--- src/rtl/crc_pkg.sv ---
package crc_pkg;
  localparam int NARROW_W = 5;
  localparam int WIDE_W   = 16;
  localparam logic [NARROW_W-1:0] NARROW_POLY  = 5'b00101;
  localparam logic [NARROW_W-1:0] NARROW_RESID = 5'b01100;
  localparam logic [WIDE_W-1:0]   WIDE_POLY    = 16'h8005;
  localparam logic [WIDE_W-1:0]   WIDE_RESID   = 16'h800D;
  localparam int LANES = 2;
  typedef enum logic {CRC_NARROW = 1'b0, CRC_WIDE = 1'b1} crc_kind_e;
endpackage

--- src/rtl/crc_lane.sv ---
module crc_lane #(
  parameter int W = 5,
  parameter int MAXW = 16,
  parameter logic [W-1:0] POLY = '0,
  parameter logic [W-1:0] RESID = '0
) (
  input  logic            clk,
  input  logic            rst_n,
  input  logic            start,
  input  logic            bit_vld,
  input  logic            bit_in,
  output logic [MAXW-1:0] tx_left,
  output logic            resid_hit
);
  logic [W-1:0] crc_q;
  logic [W-1:0] base;
  logic [W-1:0] crc_d;
  logic         fb;
  logic         crc_en;

  always_comb begin
    base = start ? {W{1'b1}} : crc_q;
    fb   = bit_in ^ base[W-1];
    crc_d = base;
    if (bit_vld) begin
      crc_d = {base[W-2:0], 1'b0} ^ (fb ? POLY : {W{1'b0}});
    end
    crc_en = start | bit_vld;
  end

  always_ff @(posedge clk or negedge rst_n) begin
    if (!rst_n) begin
      crc_q <= {W{1'b1}};
    end else if (crc_en) begin
      crc_q <= crc_d;
    end
  end

  always_comb begin
    tx_left = '0;
    tx_left[MAXW-1 -: W] = ~crc_d;
    resid_hit = (crc_d == RESID);
  end
endmodule

--- src/rtl/crc_serializer.sv ---
module crc_serializer #(
  parameter int MAXW = 16,
  localparam int LEN_W = $clog2(MAXW + 1)
) (
  input  logic             clk,
  input  logic             rst_n,
  input  logic             load,
  input  logic [MAXW-1:0]  load_val,
  input  logic [LEN_W-1:0] load_len,
  output logic             ser_bit,
  output logic             ser_vld
);
  logic [MAXW-1:0]  sh_q, sh_d;
  logic [LEN_W-1:0] cnt_q, cnt_d;
  logic             run_en;

  always_comb begin
    run_en = load | (cnt_q != '0);
    sh_d   = sh_q;
    cnt_d  = cnt_q;
    if (load) begin
      sh_d  = load_val;
      cnt_d = load_len;
    end else if (cnt_q != '0) begin
      sh_d  = {sh_q[MAXW-2:0], 1'b0};
      cnt_d = cnt_q - 1'b1;
    end
  end

  always_ff @(posedge clk or negedge rst_n) begin
    if (!rst_n) begin
      sh_q  <= '0;
      cnt_q <= '0;
    end else if (run_en) begin
      sh_q  <= sh_d;
      cnt_q <= cnt_d;
    end
  end

  assign ser_bit = sh_q[MAXW-1];
  assign ser_vld = (cnt_q != '0);
endmodule

--- src/rtl/crc_verdict.sv ---
module crc_verdict (
  input  logic clk,
  input  logic rst_n,
  input  logic chk_end,
  input  logic hit,
  output logic ok,
  output logic ok_vld
);
  logic ok_d, vld_d;

  always_comb begin
    vld_d = chk_end;
    ok_d  = chk_end & hit;
  end

  always_ff @(posedge clk or negedge rst_n) begin
    if (!rst_n) begin
      ok     <= 1'b0;
      ok_vld <= 1'b0;
    end else begin
      ok     <= ok_d;
      ok_vld <= vld_d;
    end
  end
endmodule

--- src/rtl/pkt_crc_engine.sv ---
module pkt_crc_engine
  import crc_pkg::*;
(
  input  logic clk,
  input  logic rst_n,
  input  logic wide_mode,
  input  logic field_start,
  input  logic bit_vld,
  input  logic bit_in,
  input  logic chk_end,
  input  logic gen_go,
  output logic crc_bit,
  output logic crc_bit_vld,
  output logic crc_ok,
  output logic crc_ok_vld
);
  localparam int MAXW  = WIDE_W;
  localparam int LEN_W = $clog2(MAXW + 1);

  logic [MAXW-1:0]  lane_tx [LANES];
  logic [LANES-1:0] lane_hit;
  crc_kind_e        kind;
  logic [MAXW-1:0]  sel_tx;
  logic [LEN_W-1:0] sel_len;
  logic             sel_hit;

  for (genvar g = 0; g < LANES; g++) begin : g_lane
    if (g == 0) begin : g_narrow
      crc_lane #(.W(NARROW_W), .MAXW(MAXW), .POLY(NARROW_POLY), .RESID(NARROW_RESID)) u_lane (
        .clk(clk), .rst_n(rst_n), .start(field_start), .bit_vld(bit_vld), .bit_in(bit_in),
        .tx_left(lane_tx[g]), .resid_hit(lane_hit[g]));
    end else begin : g_wide
      crc_lane #(.W(WIDE_W), .MAXW(MAXW), .POLY(WIDE_POLY), .RESID(WIDE_RESID)) u_lane (
        .clk(clk), .rst_n(rst_n), .start(field_start), .bit_vld(bit_vld), .bit_in(bit_in),
        .tx_left(lane_tx[g]), .resid_hit(lane_hit[g]));
    end
  end

  always_comb begin
    kind = crc_kind_e'(wide_mode);
    if (kind == CRC_WIDE) begin
      sel_tx  = lane_tx[1];
      sel_len = LEN_W'(WIDE_W);
      sel_hit = lane_hit[1];
    end else begin
      sel_tx  = lane_tx[0];
      sel_len = LEN_W'(NARROW_W);
      sel_hit = lane_hit[0];
    end
  end

  crc_serializer #(.MAXW(MAXW)) u_ser (
    .clk(clk), .rst_n(rst_n), .load(gen_go), .load_val(sel_tx), .load_len(sel_len),
    .ser_bit(crc_bit), .ser_vld(crc_bit_vld));

  crc_verdict u_verdict (
    .clk(clk), .rst_n(rst_n), .chk_end(chk_end), .hit(sel_hit),
    .ok(crc_ok), .ok_vld(crc_ok_vld));
endmodule

--- config.mk ---
export PLATFORM = sky130hd
export DESIGN_NAME = pkt_crc_engine
export DESIGN_NICKNAME = d
export VERILOG_FILES = /design/src/rtl/crc_pkg.sv /design/src/rtl/crc_lane.sv /design/src/rtl/crc_serializer.sv /design/src/rtl/crc_verdict.sv /design/src/rtl/pkt_crc_engine.sv
export SDC_FILE = /design/constraint.sdc
export NUM_CORES = 1
export LEC_CHECK = 0
export BUFFER_PORTS_ARGS = -buffer_cell sky130_fd_sc_hd__buf_2
export CAP_MARGIN = 15
export CORE_ASPECT_RATIO = 1.25
export CORE_MARGIN = 2
export CORE_UTILIZATION = 44
export CTS_BUF_LIST = sky130_fd_sc_hd__clkbuf_16
export DETAILED_ROUTE_END_ITERATION = 12
export MAX_ROUTING_LAYER = met4
export PLACE_DENSITY = 0.63
export SLEW_MARGIN = 10
export SYNTH_ARGS = -nofsm -noshare
export SYNTH_HDL_FRONTEND = slang
export SYNTH_HIERARCHICAL = 1
export SYNTH_SLANG_ARGS = --single-unit
--- constraint.sdc ---
create_clock -name clk -period 2.1 [get_ports clk]
set_clock_uncertainty 0.1 [all_clocks]
set_input_delay 0.21 -clock clk [delete_from_list [all_inputs] [get_ports clk]]
set_output_delay 0.21 -clock clk [all_outputs]
set_load 0.05 [all_outputs]
# Yosys cells after proc, flatten, opt, wreduce, memory -nomap -nowiden
# Cells that the tools add are included.
# W data, S select, Z words.
[op_classes]
addsub = 1
n_eq_ne = 2
muxes = 13
bitwise = 9
n_reduce_logical = 3
[ops]
columns = ["cell", "n"]
rows = [
  ["$mux W16", 6],
  ["$mux W5", 5],
  ["$eq A16 B16 Y1 const B", 1],
  ["$not A16 Y16", 1],
  ["$xor A16 B16 Y16", 1],
  ["$eq A5 B4 Y1 const B", 1],
  ["$not A5 Y5", 1],
  ["$reduce_bool A5 Y1", 1],
  ["$sub A5 B1 Y5 const B", 1],
  ["$xor A5 B5 Y5", 1],
  ["$mux W3", 1],
  ["$or A1 B1 Y1", 2],
  ["$reduce_and A2 Y1", 1],
  ["$reduce_bool A2 Y1", 1],
  ["$xor A1 B1 Y1", 2],
  ["$and A1 B1 Y1", 1],
  ["$mux W1", 1],
]
[word_totals]
regBits = 44
output_inout_bits = 4
wordCells = 34

# Logic depth before layout (Yosys ltp)
[logic_depth]
word_depth = 8
mapped_depth = 8
mapped_depth_nobuf = 7

# Modules after synthesis
# Netlist, hierarchy kept.
[modules_own_cells]
columns = ["module", "instances", "cells_per_inst", "area_each_um2", "seq_area_each_um2"]
rows = [
  ["crc_serializer", 1, 96, 1008.5, 525.5],
  ["crc_lane at g_lane[1].g_wide.u_lane", 1, 93, 913.4, 420.4],
  ["crc_lane at g_lane[0].g_narrow.u_lane", 1, 44, 427.9, 131.4],
  ["pkt_crc_engine", 1, 21, 264.0, 0.0],
  ["crc_verdict", 1, 3, 56.3, 50.0],
]

# Worst setup path after synthesis
# No wires, ideal clock.
[synth_timing]
kind = "reg2reg"
from = "register g_lane[1].g_wide.u_lane.crc_q[15]"
to = "register u_verdict.ok"
setup_ps = 119
arrival_ps = 1544
required_ps = 1881
setup_slack_ps = 337
stages_incl_launch_ff = 8
n_path_buf = 1
period_less_slack_ps = 1763
cell_sequence = "dfstp_2 > buf_2 > and3_1 > o21ai_0 > o211ai_1 > nor4_2 > mux2_2 > and2_1"
[synth_between]
elab_chain_cells = 8
[synth_rtl]
columns = ["element", "line", "source"]
rows = [
  ["start: declaration", "crc_lane.sv:15", "logic [W-1:0] crc_q;"],
  ["start signal: assignment", "crc_lane.sv:33", "crc_q <= {W{1'b1}};"],
  ["start signal: assignment", "crc_lane.sv:35", "crc_q <= crc_d;"],
  ["$mux W16 *", "crc_lane.sv:22", "base = start ? {W{1'b1}} : crc_q;"],
  ["$xor A1 B1 Y1", "crc_lane.sv:23", "fb = bit_in ^ base[W-1];"],
  ["$mux W16", "crc_lane.sv:26", "crc_d = {base[W-2:0], 1'b0} ^ (fb ? POLY : {W{1'b0}});"],
  ["$xor A16 B16 Y16", "crc_lane.sv:26", ""],
  ["$mux W16 *", "crc_lane.sv:25", "if (bit_vld) begin"],
  ["$eq A16 B16 Y1 *", "crc_lane.sv:42", "resid_hit = (crc_d == RESID);"],
  ["named net lane_hit[1]", "pkt_crc_engine.sv:21", "logic [LANES-1:0] lane_hit;"],
  ["$mux W1 *", "pkt_crc_engine.sv:41", "if (kind == CRC_WIDE) begin"],
  ["named net sel_hit", "pkt_crc_engine.sv:25", "logic sel_hit;"],
  ["$and A1 B1 Y1 *", "crc_verdict.sv:13", "ok_d = chk_end & hit;"],
  ["named net u_verdict.ok_d", "crc_verdict.sv:9", "logic ok_d, vld_d;"],
  ["end signal: assignment", "crc_verdict.sv:21", "ok <= ok_d;"],
  ["end: declaration", "crc_verdict.sv:6", "output logic ok,"],
]
# Mark *: on every way through the listed nets, which the timed path passes. The rest lies on a longest branch.
# A chain may end at the register's enable or synchronous reset.

# Worst setup path in the final report
[layout_timing]
from = "register u_ser.cnt_q[0]"
to = "output crc_bit_vld"
[layout_between]
elab_chain_cells = 1
[layout_rtl]
columns = ["element", "line", "source"]
rows = [
  ["start: declaration", "crc_serializer.sv:14", "logic [LEN_W-1:0] cnt_q, cnt_d;"],
  ["start signal: assignment", "crc_serializer.sv:36", "cnt_q <= cnt_d;"],
  ["$reduce_bool A5 Y1", "crc_serializer.sv:41", "assign ser_vld = (cnt_q != '0);"],
  ["end: declaration", "pkt_crc_engine.sv:13", "output logic crc_bit_vld,"],
]
# Every way passes these cells.

==> flow_summary.yaml <==
status:
  status: "finished, final reports clean"
floorplanning:
  die_h_um: 91.1
  coreArea_um2: 5820
  io_pins: 12
  core.rowCount: 31
  die_w_um: 73.7
  dieArea_um2: 6710
  start_util_pct: 45.9
sta:
  finalSetupViolCount: 0
  worst_slack_ps: 142
  report.final.slew_viol_count: 0
  rsz0062_at_grt: "no"
  relSlewSlack_pct: 56.2
  max_freq_mhz: 511
  final-hold-violation-count: 0
  tightestPinTransition_ps: 657
  period_share_pct: 93.2
  setup_tns_ps: 0
  period_minus_slack_ps: 1960
logic_synthesis:
  synth_area_leaders: "dfrtp_1, dfstp_2, mux2i_1"
  yosys_warnings: 6
  postSynthCellCount: 257
  synth_top_area_cell: "dfrtp_1"
  ys_seq_area_share_pct: 42.2
  netlist_area_um2: 2670
  synth_top_area_share_pct: 21.6
  syn_area_per_cell_um2: 10.4
  ys_ff_latch: 44
  synth_cell_type_count: 49
power:
  leakagePower_nw: 1.34
  power_density_nw_per_um2: 811
  switchingPower_mw: 0.623
  ir_drop_uv: 430
  p_int_mw: 1.75
  p_comb_share_pct: 18.9
  switching_share_pct: 26.2
  seq_power_share_pct: 44.0
  power_frac_clock_pct: 37.1
route:
  first_pass_iters: 4
  vias: 1695
  dr.first_iter.drc_count: 42
  vias_per_cell: 5.01
  wl_mm: 4.41
  antenna_left: 0
  route.detailed.drc: 0
  wl_per_cell_um: 13.0
placement:
  gp_congestion: 0.812
  hpwl_mm: 3.16
  postPlaceCellArea_um2: 2730
  post-place-cells: 327
  port_buffers: 11
  pre_cts_ws_ps: 287
job:
  cap_violations: 0
layout:
  seqCellArea_um2: 1130
  nFillCells: 520
  finalNonFillerCells: 338
  multi_input_area_um2: 1270
  synthToLayoutAreaGrowth_pct: 9.70
  stdcell_area_um2: 2930
  drive_gt1_share_pct: 28.7
  nNetsFinal: 280
  antenna-diode-count: 0
critical_path:
  r2r_end: "u_verdict/ok"
  cp-start-kind: "flip-flop"
  rr_worst_depth: 6
  endpoint_kind: "output pin"
  rrSetupSlack_ps: 300
  arrival_ps: 1650
  worst-setup-path-type: "flip-flop to output pin"
  required_ps: 1790
  path_max_fanout: 5
  rr_startpoint: "g_lane[1].g_wide.u_lane/crc_q[10]"
clock_network:
  cts_tree: "yes"
  clk_pin_slew_ps: 60
  clock_path_buffers: 2
  numCtsBuffers: 5
  ctsHtreeMaxLevel: 2
  cts.sinks: 44
  clkLatencyLatePin_ps: 280
  cts_root_buf: "clkbuf_16"
hold_path:
  holdCritStartpoint: "gen_go"
  hold_path_class: "input pin to flip-flop"
  worstHoldPathCells: 3
  min_to: "u_ser/cnt_q[0]"
global_route:
  grt_usage_pct: 15.4
  grt_pass1_vias: 1700
  antenna_found_initial: 0
  grt_pass1_wl_mm: 7.94
  grt_max_degree: 29
  grt-ovfl-total: 0
==> power groups by stage <==
stage	Clock (mW)	Sequential [mW]	Combinational, mW
5_1_grt	0.950	1.06	0.504
3_3_place_gp	0	1.06	0.442
3_5_place_dp	0	1.06	0.448
4_1_cts	0.911	1.04	0.453
6_report	0.882	1.04	0.449
2_1_floorplan	0	1.05	0.368
==> through the flow <==
stage / utilization (%) / total power, mW / hold WS (ps)
2_1_floorplan: - / 1.41 / -186
3_3_place_gp: 46.9 / 1.50 / 170
3_5_place_dp: 46.9 / 1.51 / 178
4_1_cts: 50.2 / 2.41 / 229
5_1_grt: 50.3 / 2.51 / 258
6_report: 50.3 / 2.37 / 224
==> worst max path at each step <==
stage	to	cells past startpoint	slack [ps]	from
5_1_grt	crc_bit_vld	6	50	u_ser/cnt_q[0]
3_5_place_dp	u_ser/sh_q[15]	8	290	field_start
3_3_place_gp	u_ser/sh_q[0]	8	300	field_start
2_1_floorplan	u_verdict/ok	7	340	g_lane[1].g_wide.u_lane/crc_q[15]
4_1_cts	crc_bit_vld	6	30	u_ser/cnt_q[0]
6_report	crc_bit_vld	6	140	u_ser/cnt_q[0]
==> what timing repair did <==
action,CTS,global route
endpoints found under the hold margin,24,0
setup endpoints to repair,0,1
hold buffers,2,0
resized for setup,0,0
buffers inserted,0,1
==> flip-flops by register name, summed over array words and instances (netlist names) <==
register	cells
g_lane.g_wide.u_lane/crc_q	16
u_ser/sh_q	16
g_lane.g_narrow.u_lane/crc_q	5
u_ser/cnt_q	5
u_verdict/ok	1
u_verdict/ok_vld	1
==> per-layer routing <==
| layer | up-vias | part of all wire, % | GRT usage [%] |
|---|---|---|---|
| met3 | 4 | 1.7 | 2.33 |
| met4 | 0 | 1.2 | 4.55 |
| met5 | - | 0 | - |
| met2 | 16 | 48 | 24.9 |
| li1 | 875 | - | - |
| met1 | 800 | 49 | 19.6 |
==> area by class of cell <==
| type | instances | area share [%] |
|---|---|---|
| sequential | 44 | 38.5 |
| multi-input combinational | 170 | 43.4 |
| clock inverter | 3 | 1.58 |
| tap | 66 | 2.82 |
| inverter | 27 | 3.46 |
| timing repair buffer | 23 | 5.98 |
| clock buffer | 5 | 4.27 |
==> synthesized netlist by cell type (all sizes together) <==
cell type	instances
and4bb	1
nor4	1
o21ai	22
nor2	5
nand3b	1
inv	27
xnor2	5
o31ai	3
buf	22
clkbuf	5
nor3	5
nand4	1
dfrtp	23
dfstp	21
a31oi	1
o211ai	1
o22a	1
and2	2
a21oi	2
o21bai	1
mux2	18
ha	1
and3	1
o32a	1
nand2	26
conb	2
nor4b	3
mux2i	16
a32o	1
and2b	4
a211oi	3
or4	2
nor4bb	2
o211a	2
a211o	13
nor2b	12
==> cells in the final DEF (no fill, tap or decap), drive strengths merged, types with 2 or more instances in the layout <==
cell,Yosys,final
dfstp,21,21
o31ai,3,3
xnor2,5,5
nor2,5,5
nor4bb,2,2
mux2i,16,16
a211oi,3,3
dfrtp,23,23
a21oi,2,2
and2,2,2
mux2,18,18
o21ai,22,22
o211a,2,2
buf,22,21
conb,2,13
inv,27,28
nor4b,3,3
dlygate4sd3,0,2
nand2,26,26
a211o,13,13
clkbuf,5,5
or4,2,2
nor2b,12,12
and2b,4,4
nor3,5,5
==> kinds of logic after synthesis <==
| kind of cell | count (synthesis) | share of synthesized area, % |
|---|---|---|
| AND/OR/NAND/NOR | 66 | 15.0 |
| other | 2 | 0.281 |
| XOR/XNOR | 5 | 1.64 |
| flip-flops | 44 | 42.2 |
| multiplexers | 34 | 14.9 |
| adder cells (fa/ha/maj) | 1 | 0.469 |
| AO/OA/AOI/OAI | 51 | 13.8 |
| buffers and inverters | 54 | 11.7 |
==> critical path, cell delays in order, from the launching register on <==
cell and delay, ps:
dfrtp_1 390, inv_1 110, ha_1 220, nor4b_4 230, buf_4 190, inv_1 40, buf_2 200
(Power assumes the default switching activity.)
